--- config.mk ---
export PLATFORM = sky130hd
export DESIGN_NAME = blkprot_mgr
export DESIGN_NICKNAME = d
export VERILOG_FILES = /design/src/rtl/blkprot_pkg.sv /design/src/rtl/blkprot_seq.sv /design/src/rtl/blkprot_bank.sv /design/src/rtl/blkprot_gate.sv /design/src/rtl/blkprot_mgr.sv
export SDC_FILE = /design/constraint.sdc
export NUM_CORES = 1
export LEC_CHECK = 0
export BUFFER_PORTS_ARGS = -buffer_cell sky130_fd_sc_hd__buf_2
export CORE_MARGIN = 3
export CORE_UTILIZATION = 54
export CTS_CLUSTER_DIAMETER = 80
export DETAILED_ROUTE_END_ITERATION = 12
export PLACE_DENSITY = 0.76
export SLEW_MARGIN = 20
export SYNTH_ARGS = -nofsm -noshare
export SYNTH_HDL_FRONTEND = slang
export SYNTH_SLANG_ARGS = --single-unit
--- constraint.sdc ---
create_clock -name clk -period 2.5 [get_ports clk]
set_input_delay 0.125 -clock clk [delete_from_list [all_inputs] [get_ports clk]]
set_output_delay 0.125 -clock clk [all_outputs]
set_load 0.03 [all_outputs]
--- src/rtl/blkprot_pkg.sv ---
package blkprot_pkg;

  localparam logic [7:0] CMD_SETUP  = 8'h5A;
  localparam logic [7:0] CMD_LOCK   = 8'h11;
  localparam logic [7:0] CMD_UNLOCK = 8'h22;
  localparam logic [7:0] CMD_LDOWN  = 8'h33;

  typedef enum logic [1:0] {
    ACT_NONE   = 2'd0,
    ACT_LOCK   = 2'd1,
    ACT_UNLOCK = 2'd2,
    ACT_LDOWN  = 2'd3
  } act_e;

  typedef struct packed {
    logic ldown;
    logic locked;
  } blk_state_t;

  localparam blk_state_t BLK_RESET = '{ldown: 1'b0, locked: 1'b1};

  // Map the second write of a sequence to an action.
  function automatic act_e decode_confirm(input logic [7:0] code);
    act_e a;
    case (code)
      CMD_LOCK:   a = ACT_LOCK;
      CMD_UNLOCK: a = ACT_UNLOCK;
      CMD_LDOWN:  a = ACT_LDOWN;
      default:    a = ACT_NONE;
    endcase
    return a;
  endfunction

  // Lock bit held fixed by lock-down while write-protect is low.
  function automatic logic is_frozen(input blk_state_t s, input logic wp);
    return s.ldown & ~wp;
  endfunction

  // Program/erase refused for this block.
  function automatic logic is_protected(input blk_state_t s, input logic wp);
    return s.locked | is_frozen(s, wp);
  endfunction

  // State after an action is applied to one block.
  function automatic blk_state_t next_state(input blk_state_t s, input act_e a,
                                            input logic wp);
    blk_state_t n;
    n = s;
    case (a)
      ACT_LOCK:   if (!is_frozen(s, wp)) n.locked = 1'b1;
      ACT_UNLOCK: if (!is_frozen(s, wp)) n.locked = 1'b0;
      ACT_LDOWN:  n.ldown = 1'b1;
      default:    n = s;
    endcase
    return n;
  endfunction

endpackage

--- src/rtl/blkprot_seq.sv ---
module blkprot_seq
  import blkprot_pkg::*;
#(
  parameter int BLK_W = 3
) (
  input  logic             clk,
  input  logic             rst_n,
  input  logic             wr_en,
  input  logic [7:0]       wr_data,
  input  logic [BLK_W-1:0] wr_blk,
  output act_e             evt_act,
  output logic [BLK_W-1:0] evt_blk,
  output logic             armed
);

  logic armed_q;

  always_ff @(posedge clk or negedge rst_n) begin
    if (!rst_n) begin
      armed_q <= 1'b0;
    end else if (wr_en) begin
      if (armed_q) armed_q <= 1'b0;
      else         armed_q <= (wr_data == CMD_SETUP);
    end
  end

  always_comb begin
    evt_act = ACT_NONE;
    if (wr_en && armed_q) evt_act = decode_confirm(wr_data);
  end

  assign evt_blk = wr_blk;
  assign armed   = armed_q;

endmodule

--- src/rtl/blkprot_bank.sv ---
module blkprot_bank
  import blkprot_pkg::*;
#(
  parameter int NUM_BLK = 8,
  parameter int BLK_W   = 3
) (
  input  logic               clk,
  input  logic               rst_n,
  input  logic               wp,
  input  act_e               evt_act,
  input  logic [BLK_W-1:0]   evt_blk,
  output logic [NUM_BLK-1:0] lock_vec,
  output logic [NUM_BLK-1:0] ldn_vec
);

  for (genvar g = 0; g < NUM_BLK; g++) begin : g_blk
    blk_state_t st_q;
    logic       hit;

    assign hit = (evt_act != ACT_NONE) && (evt_blk == BLK_W'(g));

    always_ff @(posedge clk or negedge rst_n) begin
      if (!rst_n)   st_q <= BLK_RESET;
      else if (hit) st_q <= next_state(st_q, evt_act, wp);
    end

    assign lock_vec[g] = st_q.locked;
    assign ldn_vec[g]  = st_q.ldown;
  end

endmodule

--- src/rtl/blkprot_gate.sv ---
module blkprot_gate (
  input  logic clk,
  input  logic rst_n,
  input  logic op_req,
  input  logic req_prot,
  output logic op_grant,
  output logic op_deny,
  output logic err_prot
);

  always_ff @(posedge clk or negedge rst_n) begin
    if (!rst_n) begin
      op_grant <= 1'b0;
      op_deny  <= 1'b0;
      err_prot <= 1'b0;
    end else begin
      op_grant <= op_req & ~req_prot;
      op_deny  <= op_req &  req_prot;
      if (op_req && req_prot) err_prot <= 1'b1;
    end
  end

endmodule

--- src/rtl/blkprot_mgr.sv ---
module blkprot_mgr
  import blkprot_pkg::*;
#(
  parameter  int NUM_BLK = 8,
  localparam int BLK_W   = (NUM_BLK > 1) ? $clog2(NUM_BLK) : 1
) (
  input  logic             clk,
  input  logic             rst_n,
  input  logic             wp,
  input  logic             wr_en,
  input  logic [7:0]       wr_data,
  input  logic [BLK_W-1:0] wr_blk,
  input  logic             op_req,
  input  logic [BLK_W-1:0] op_blk,
  output logic             op_grant,
  output logic             op_deny,
  output logic             err_prot,
  input  logic [BLK_W-1:0] rd_blk,
  output logic [1:0]       rd_status
);

  act_e               evt_act;
  logic [BLK_W-1:0]   evt_blk;
  logic               armed;
  logic [NUM_BLK-1:0] lock_vec;
  logic [NUM_BLK-1:0] ldn_vec;
  blk_state_t         req_state;
  logic               req_valid;
  logic               req_prot;
  blk_state_t         rd_state;

  blkprot_seq #(.BLK_W(BLK_W)) u_seq (
    .clk     (clk),
    .rst_n   (rst_n),
    .wr_en   (wr_en),
    .wr_data (wr_data),
    .wr_blk  (wr_blk),
    .evt_act (evt_act),
    .evt_blk (evt_blk),
    .armed   (armed)
  );

  blkprot_bank #(.NUM_BLK(NUM_BLK), .BLK_W(BLK_W)) u_bank (
    .clk      (clk),
    .rst_n    (rst_n),
    .wp       (wp),
    .evt_act  (evt_act),
    .evt_blk  (evt_blk),
    .lock_vec (lock_vec),
    .ldn_vec  (ldn_vec)
  );

  // Select the requested block; an unmatched address stays invalid.
  always_comb begin
    req_state = '0;
    req_valid = 1'b0;
    rd_state  = '0;
    for (int i = 0; i < NUM_BLK; i++) begin
      if (op_blk == BLK_W'(i)) begin
        req_state = '{ldown: ldn_vec[i], locked: lock_vec[i]};
        req_valid = 1'b1;
      end
      if (rd_blk == BLK_W'(i)) rd_state = '{ldown: ldn_vec[i], locked: lock_vec[i]};
    end
  end

  assign req_prot  = ~req_valid | is_protected(req_state, wp);
  assign rd_status = {rd_state.ldown, rd_state.locked};

  blkprot_gate u_gate (
    .clk      (clk),
    .rst_n    (rst_n),
    .op_req   (op_req),
    .req_prot (req_prot),
    .op_grant (op_grant),
    .op_deny  (op_deny),
    .err_prot (err_prot)
  );

endmodule

==> metrics.txt, run 1 <==
CTS buffer count=3; routed vias/inst=~6.3; DRT Wirelength=about 3.2 mm; DRC viols=0; Rows=17; ANT cells=0; CTS root buf=clkbuf_4; Final WS setup=between 200 and 300 ps; Power Dens Cells=437 mW/mm^2; Slew Viols, Final=0; synthesized cell area=0.00133 sq mm; DRT Pass-1 Iters=4; Ports=27; Layout area overhead=16.9%; RD Place Congestion=between 0.8 and 0.9; clk slew on worst S/H paths=between 100 and 150 ps; Min-Delay Startpoint=wr_en; CP max FO=9; clk buf depth=2; slowest CP cell=a2111oi_1; CTS Sinks=20; CP Capture Type=register; RR Startpoint=u_seq.armed; crit path launch=u_seq.armed; vias in the first global route=between 1000 and 1500; core area=0.00228 sq mm; final setup fails=0; die area=0.00309 sq mm; CP Cell Sequence=nand3_1 -> nor3_2 -> nand4_1 -> ha_1 -> nor2_1 -> nor2_2 -> a2111oi_1 -> mux2i_1; fin crit share=0.898; Initial DRC Count=58; critical path startpoint category=register; first-pass GRT wire length=roughly 5.4 mm; most common cell after layout, fill and taps aside=buf_2; final std cells w/o fill=192; Post-synth EDFFs=0; Hold Path Class=in2reg; GRT Util Overall=0.220; crit-path max cell delay=about 480 ps; Synth Register Bits=20; Vias=~1200; Skew-Pair Late Insertion Delay=roughly 310 ps; VDD IR max=about 0.3 mV; Die W=~56 um; Avg Cell Area, Syn=about 9.7 sq um; worst-case hold path end point=u_seq.armed; most frequent cells in the layout=buf_2, inv_1, nand2_1; placed insts=~190; Fin Setup TNS=0 ps; layout cells sized above 1=0.305; utilization after layout=0.683; TritonCTS clock tree=built; worst-margin pin slew=around 600 ps; r2r endpoint=u_bank.lock_vec[4]; Post-Place Setup Slack=approximately 53 ps; synth unique cells=37; final hold vios=0; Rel. slew slack=0.596; outcome=completed; reg2reg setup slack=around 260 ps; Initial Utilization=0.584; postcts setup bufs=0; prevailing post-synth register cell=dfrtp_1; Seq/Total Area, Yosys=0.384; Ys Warns=0; Syn Nets=163; Post-synth ARST share=1.00; WL per Instance=between 15 and 20 um; path depth of the worst reg2reg path=8; min Tclk post-route=2240 ps; Nets=191; Critical Path AT=approximately 2500 ps; Die Ht=55.6 um; Clock Skews=16.5 ps; Post-Synthesis Cells=137; CP required=~2700 ps; Port Buffers=26; largest net degree at the start of global routing=21; Worst Hold Depth=2; Leak=0.750 nW; dpl hpwl=around 2.5 mm; type of the worst setup path=reg2reg; Fmax=between 0.4 and 0.5 GHz; initial antenna violation count=0; remaining global-route overflow=0; Final ANT Viol Nets=0; Hold WS=~41 ps; unrepaired setup endpoints after global routing=no; H-Tree Level Count=1; Max Cap Violations=0
Yosys cell counts (2+ instances only):
| master | instances | area (sq um) |
|---|---|---|
| a2111oi_0 | 2 | 17.5 |
| and4_1 | 2 | 17.5 |
| clkbuf_1 | 3 | 11.3 |
| a31o_2 | 2 | 17.5 |
| a21oi_1 | 4 | 20.0 |
| nand3b_1 | 2 | 15.0 |
| nand4_1 | 3 | 18.8 |
| nand2b_1 | 5 | 31.3 |
| o21ai_0 | 3 | 15.0 |
| nor2_1 | 9 | 33.8 |
| dfstp_2 | 8 | 210 |
| nand2_1 | 13 | 48.8 |
| a41o_1 | 6 | 60.1 |
| dfrtp_1 | 12 | 300 |
| ha_1 | 4 | 50.1 |
| mux2i_1 | 10 | 100 |
| mux4_2 | 3 | 67.6 |
| a211oi_1 | 7 | 52.6 |
| xnor2_1 | 2 | 17.5 |
| nor4_1 | 2 | 12.5 |
| o31ai_1 | 2 | 15.0 |
| nor3_1 | 3 | 15.0 |
| inv_1 | 16 | 60.1 |
where the power goes:
part	total, mW	switching, mW	internal, mW
logic	0.0906	0.0575	0.0331
clock network	0.261	0.0991	0.162
registers	0.327	0.000619	0.327
total	0.679	0.157	0.522
per-stage QoR:
step,area [sq um],total power [mW]
after floorplan,1330,0.379
after global placement,1470,0.417
after detailed placement,1470,0.420
after CTS,1540,0.681
after global routing,1550,0.711
final,1550,0.679
metal layers:
layer / vias to the layer above / track usage / wire [um]
met1: 595 / 0.272 / 1290
met4: 0 / 0.0660 / 42
li1: 563 / - / -
met3: 6 / 0.0441 / 216
met5: - / 0 / 0
met2: 51 / 0.387 / 1690
worst max path at each step:
stage,endpoint,slack (ps)
global placement,u_bank.lock_vec[6],270
global route,u_bank.lock_vec[4],90
finish,u_bank.lock_vec[4],260
detailed placement,u_bank.lock_vec[6],50
floorplan,u_bank.lock_vec[4],390
CTS,u_bank.lock_vec[6],60
cell families after synthesis:
family | Yosys count | share of synthesized area
flip-flops | 20 | 0.384
XOR/XNOR | 2 | 0.0132
multiplexers | 13 | 0.126
adder cells (fa/ha/maj) | 4 | 0.0377
buffers and inverters | 21 | 0.0659
AO/OA/AOI/OAI | 33 | 0.198
AND/OR/NAND/NOR | 44 | 0.175
layout make-up:
type,instances,area (sq um)
flip-flops and latches,20,510
repair buffers,28,148
clock buffers,3,22.5
clock inverters,1,30.0
well taps,28,35.0
fillers,184,722
multi-input cells,96,748
inverters,16,60.1
sequential cells by signal, indices dropped and copies added (netlist names):
name / cells
u_bank.ldn_vec: 8
u_bank.lock_vec: 8
u_gate.err_prot: 1
u_gate.op_deny: 1
u_gate.op_grant: 1
u_seq.armed: 1
what timing repair did:
item                                    4_1_cts  5_1_grt
gates resized for setup                       1        5
gates cloned                                  0        0
endpoints found under the hold margin        12        0
hold buffers                                  1        0
endpoints found under the setup margin        1        4
critical path, delay by kind of cell (launching register included):
family,cells,cell delay [ps]
flops,1,390
fa+ha+maj,1,320
mux,1,230
simple gates,5,750
compound gates,1,480
Power figures use the tool's default switching activity.
==> run 2, diff against run 1 <==
- GPL_TIMING_DRIVEN: not set -> 0
==> run 2 against run 1 <==
Net effect:
- global-route usage shrank 0.53 points
- critical path depth grew 1
- flip-flop and latch count did not move
- highest routed layer unchanged
==> metrics.txt, run 2 (synthesized netlist as in run 1, its figures left out) <==
outcome=completed (unchanged); Fin Setup TNS=0 ps (unchanged); CP Capture Type=register (unchanged); Clock Skews=14.7 ps (was 16.5 ps); remaining global-route overflow=0 (unchanged); Hold Path Class=in2reg (unchanged); r2r endpoint=u_bank.lock_vec[4] (unchanged); Int Pwr=523 uW (was 522 uW); layout cells sized above 1=0.291 (was 0.305); Slew Viols, Final=0 (unchanged); routed vias/inst=6.11 (was 6.33); sw frac=0.237 (was 0.231); Rows=17 (unchanged); Vias=1180 (was 1215); register area=510 sq um (unchanged); TritonCTS clock tree=built (unchanged); clk buf depth=2 (unchanged); RD Place Congestion=0.841 (was 0.834); min Tclk post-route=2260 ps (was 2240 ps); VDD IR max=0.344 mV (was 0.300 mV); Nets=192 (was 191); WL per Instance=16.1 um (was 16.9 um); Max Cap Violations=0 (unchanged); DRC viols=0 (unchanged); final std cells w/o fill=193 (was 192); Ports=27 (unchanged); reg2reg setup slack=240 ps (was 260 ps); worst-margin pin slew=583 ps (was 602 ps); Rel. slew slack=0.609 (was 0.596); Fmax=0.443 GHz (was 0.446 GHz); final setup fails=0 (unchanged); fillers=176 (was 184); Flop pwr share=0.478 (was 0.482); Power Dens Cells=432 mW/mm^2 (was 437 mW/mm^2); initial antenna violation count=0 (unchanged); Port Buffers=23 (was 26); first-pass GRT wire length=5.40 mm (was 5.44 mm); CTS root buf=clkbuf_4 (unchanged); CP max FO=9 (unchanged); utilization after layout=0.697 (was 0.683); die area=0.00309 sq mm (unchanged); Skew-Pair Late Insertion Delay=310 ps (about the same); most frequent cells in the layout=buf_2, inv_1, nand2_1 (unchanged); CTS buffer count=3 (unchanged); DRT Pass-1 Iters=4 (unchanged); clk slew on worst S/H paths=110 ps (was 120 ps); core area=0.00228 sq mm (unchanged); unrepaired setup endpoints after global routing=no (unchanged); RR Startpoint=u_seq.armed (unchanged); Final ANT Viol Nets=0 (unchanged); most common cell after layout, fill and taps aside=buf_2 (unchanged); Initial DRC Count=39 (was 58); vias in the first global route=1228 (was 1212); NetSw=163 uW (was 157 uW); dpl hpwl=2.38 mm (was 2.48 mm); crit path launch=u_seq.armed (unchanged); Comb power frac=0.134 (was 0.133); type of the worst setup path=reg2reg (unchanged); path depth of the worst reg2reg path=9 (was 8); placed insts=188 (was 187); H-Tree Level Count=1 (unchanged); GRT Util Overall=0.215 (was 0.220); Final Cell Area=0.00159 sq mm (was 0.00155 sq mm); area of the multi-input gates=776 sq um (was 748 sq um); Die W=55.6 um (unchanged); CP required=2730 ps (about the same); critical path startpoint category=register (unchanged); Die Ht=55.6 um (unchanged); post-placement cell area=0.00148 sq mm (was 0.00147 sq mm); Critical Path AT=2490 ps (was 2470 ps); Initial Utilization=0.584 (unchanged); DRT Wirelength=3.11 mm (was 3.24 mm); largest net degree at the start of global routing=21 (unchanged); Final Power=685 uW (was 679 uW); final hold vios=0 (unchanged); share of power burned in the clock network=0.388 (was 0.385); Worst Setup EP=u_bank.lock_vec[4] (unchanged); ANT cells=0 (unchanged); Layout area overhead=19.4% (was 16.9%); fin crit share=0.904 (was 0.898); Leak=0.748 nW (was 0.750 nW); CTS Sinks=20 (unchanged)
-- run 2: cell types whose count changed in the layout (fill, tap and decap cells not counted), sizes merged --
cell / previous run / this run
buf: 27 / 25
clkbuf: 3 / 6
-- run 2: power by group through the flow --
stage	registers (mW)	clock network (mW)	logic (mW)
floorplan	0.339	0	0.0401
global placement	0.333	0	0.0845
detailed placement	0.333	0	0.0889
CTS	0.327	0.268	0.0905
global route	0.328	0.289	0.101
finish	0.327	0.266	0.0918
-- run 2: stage by stage --
stage	hold WS (ps)	setup WS [ps]
5_1_grt	27.6	21.1
4_1_cts	28.6	-59.3
3_3_place_gp	84.8	-47.1
3_5_place_dp	93.8	-124
6_report	33.1	241
2_1_floorplan	-171	393
-- run 2: area by class of cell --
| class | count | area share |
|---|---|---|
| multi-input cells | 96 | 0.489 |
| flip-flops and latches | 20 | 0.322 |
| repair buffers | 24 | 0.0789 |
| inverters | 16 | 0.0379 |
| well taps | 28 | 0.0221 |
| clock inverters | 1 | 0.0189 |
| plain buffers | 5 | 0.0174 |
| clock buffers | 3 | 0.0142 |
-- run 2: how the worst min path moves through the flow --
stage,start,endpoint,cells past startpoint
5_1_grt,wr_en,u_seq.armed,2
3_5_place_dp,rst_n,u_gate.op_deny,1
6_report,wr_en,u_seq.armed,2
2_1_floorplan,rst_n,u_bank.ldn_vec[0],0
4_1_cts,wr_en,u_seq.armed,2
3_3_place_gp,rst_n,u_gate.err_prot,1
-- run 2: critical path: stages, from the launching register on --
cell	delay, ps
dfrtp_1	390
nand3_1	100
nor3_2	210
nand4_1	200
ha_1	230
buf_2	170
nor2_1	140
nor2_2	110
a2111oi_4	430
mux2i_1	230
-- run 2: layer usage --
| layer | up-vias | track usage | share of wire |
|---|---|---|---|
| li1 | 574 | - | - |
| met1 | 561 | 0.269 | 0.44 |
| met2 | 39 | 0.372 | 0.49 |
| met3 | 6 | 0.0348 | 0.054 |
| met4 | 0 | 0.0799 | 0.020 |
| met5 | - | 0 | 0 |
-- run 2: what timing repair did --
action                                  in CTS  in global routing
endpoints found under the setup margin       2                  7
gates resized for setup                      2                  6
hold buffers                                 1                  0
endpoints found under the hold margin       12                  0
setup buffers                                0                  0
==> run 3, diff against run 2 <==
- CORE_UTILIZATION: 54 -> 55
- PLACE_DENSITY: 0.76 -> 0.77
- clock period: 2.5 -> 2.7 ns (I/O delays scaled with it)
==> run 3 against run 2 <==
Net effect:
- sequential power shrank 7.3%
- worst setup slack gained 38 ps
- non-clock buffer count did not move
- cell area decreased by 2.4%
- fmax shrank 6.7%
- global-route usage up 1.1 points
- wire length grew 5.6%
- critical endpoint is now u_bank.lock_vec[6]
==> metrics.txt, run 3 (synthesized netlist as in run 1, its figures left out) <==
outcome=completed (unchanged); fin crit share=0.897 (was 0.904); CTS Sinks=20 (unchanged); Hold WS=24.4 ps (was 33.1 ps); most frequent cells in the layout=buf_2, inv_1, nand2_1 (unchanged); ANT cells=0 (unchanged); type of the worst setup path=reg2reg (unchanged); Vias=1205 (was 1180); DRT Pass-1 Iters=5 (was 4); unrepaired setup endpoints after global routing=no (unchanged); layout cells sized above 1=0.273 (was 0.291); WL per Instance=17.0 um (was 16.1 um); Die W=55.2 um (was 55.6 um); Fin Setup TNS=0 ps (unchanged); Clock Skews=1.10 ps (was 14.7 ps); Final ANT Viol Nets=0 (unchanged); Max Cap Violations=0 (unchanged); most frequent CP cell=nor2_1; GRT Util Overall=0.226 (was 0.215); VDD IR max=0.289 mV (was 0.344 mV); CP max FO=9 (unchanged); first-pass GRT wire length=4.85 mm (was 5.40 mm); Layout area overhead=16.6% (was 19.4%); H-Tree Level Count=1 (unchanged); post-placement cell area=0.00148 sq mm (unchanged); register area=510 sq um (unchanged); Rows=17 (unchanged); CTS buffer count=3 (unchanged); Fmax=0.413 GHz (was 0.443 GHz); reg2reg setup slack=280 ps (was 240 ps); remaining global-route overflow=0 (unchanged); core area=0.00225 sq mm (was 0.00228 sq mm); vias in the first global route=1102 (was 1228); die area=0.00304 sq mm (was 0.00309 sq mm); area of the multi-input gates=738 sq um (was 776 sq um); Die Ht=55.2 um (was 55.6 um); TritonCTS clock tree=built (unchanged); most common cell after layout, fill and taps aside=buf_2 (unchanged); dpl hpwl=2.45 mm (was 2.38 mm); crit-path max cell delay=520 ps (was 430 ps); routed vias/inst=6.24 (was 6.11); min Tclk post-route=2420 ps (was 2260 ps); Power Dens Cells=409 mW/mm^2 (was 432 mW/mm^2); Critical Path AT=2660 ps (was 2490 ps); initial antenna violation count=0 (unchanged); worst-margin pin slew=607 ps (was 583 ps); critical path startpoint category=register (unchanged); DRC viols=0 (unchanged); largest net degree at the start of global routing=21 (unchanged); Initial DRC Count=33 (was 39); Skew-Pair Late Insertion Delay=300 ps (was 310 ps); fillers=193 (was 176); Leak=0.747 nW (was 0.748 nW); Port Buffers=23 (unchanged); CP Cell Sequence=nand3_1 -> nor3_1 -> nand4_1 -> ha_1 -> buf_2 -> nor2_1 -> nor2_1 -> a2111oi_1 -> mux2i_1 (was nand3_1 -> nor3_2 -> nand4_1 -> ha_1 -> buf_2 -> nor2_1 -> nor2_2 -> a2111oi_4 -> mux2i_1); final hold vios=0 (unchanged); CP required=2940 ps (was 2730 ps); RD Place Congestion=0.835 (was 0.841); Ports=27 (unchanged); Worst Hold Depth=2 (unchanged); Rel. slew slack=0.593 (was 0.609); clk slew on worst S/H paths=120 ps (was 110 ps); Initial Utilization=0.589 (was 0.584); Final Cell Area=0.00155 sq mm (was 0.00159 sq mm); CP Capture Type=register (unchanged); Hold Path Class=in2reg (unchanged); Nets=192 (unchanged); Slew Viols, Final=0 (unchanged); path depth of the worst reg2reg path=9 (unchanged); slowest CP cell=a2111oi_1 (was a2111oi_4); CTS root buf=clkbuf_4 (unchanged); clk buf depth=2 (unchanged); DRT Wirelength=3.28 mm (was 3.11 mm); final setup fails=0 (unchanged)
[run 3: cell counts in the layout (fill, tap and decap cells not counted)]
No cell type changed its count.
[run 3: where the power goes]
part | total, mW | internal, mW | switching, mW
registers | 0.303 | 0.303 | 0.000650
clock network | 0.246 | 0.150 | 0.0962
logic | 0.0845 | 0.0311 | 0.0534
[run 3: worst max-delay path, delay by kind of cell (launching register included)]
kind,cells,cell delay (ps)
compound gates,1,520
fa+ha+maj,1,220
buf+inv,1,180
flops,1,390
mux,1,240
simple gates,5,810
[run 3: worst paths after layout]
| path | startpoint | endpoint |
|---|---|---|
| hold reg to reg | u_bank.lock_vec[1] | u_bank.lock_vec[1] |
| max in group asynchronous | rst_n | u_bank.lock_vec[2] |
| hold / removal | wr_en | u_seq.armed |
| setup reg to reg | u_seq.armed | u_bank.lock_vec[6] |
| min in group asynchronous | rst_n | u_gate.op_grant |
| setup / recovery | u_seq.armed | u_bank.lock_vec[6] |
[run 3: what timing repair did]
item / in CTS / in global routing
gates resized for setup: 0 / 3
setup buffers: 0 / 0
hold buffers: 1 / 0
endpoints found under the hold margin: 12 / 0
setup endpoints to repair: 0 / 2
[run 3: per-layer routing]
layer	routed length, um	global-route usage	vias to the layer above
li1	-	-	570
met1	1330	0.285	577
met2	1640	0.382	50
met3	232	0.0322	8
met4	72	0.101	0
met5	0	0	-
[run 3: layout make-up]
class	instances	share of cell area
Inverter	16	0.0388
Sequential cell	20	0.330
Clock inverter	1	0.0194
Timing Repair Buffer	24	0.0808
Clock buffer	3	0.0145
Multi-Input combinational cell	96	0.477
Buffer	5	0.0178
Tap cell	28	0.0226
[run 3: per-stage QoR]
step           setup slack [ps]   util  cells  total power [mW]
6_report                    279  0.687    193             0.634
5_1_grt                    67.3  0.687    193             0.656
4_1_cts                    50.4  0.684    193             0.633
3_5_place_dp               95.1  0.656    188             0.390
3_3_place_gp                132  0.656    188             0.386
2_1_floorplan               593      -    137             0.351
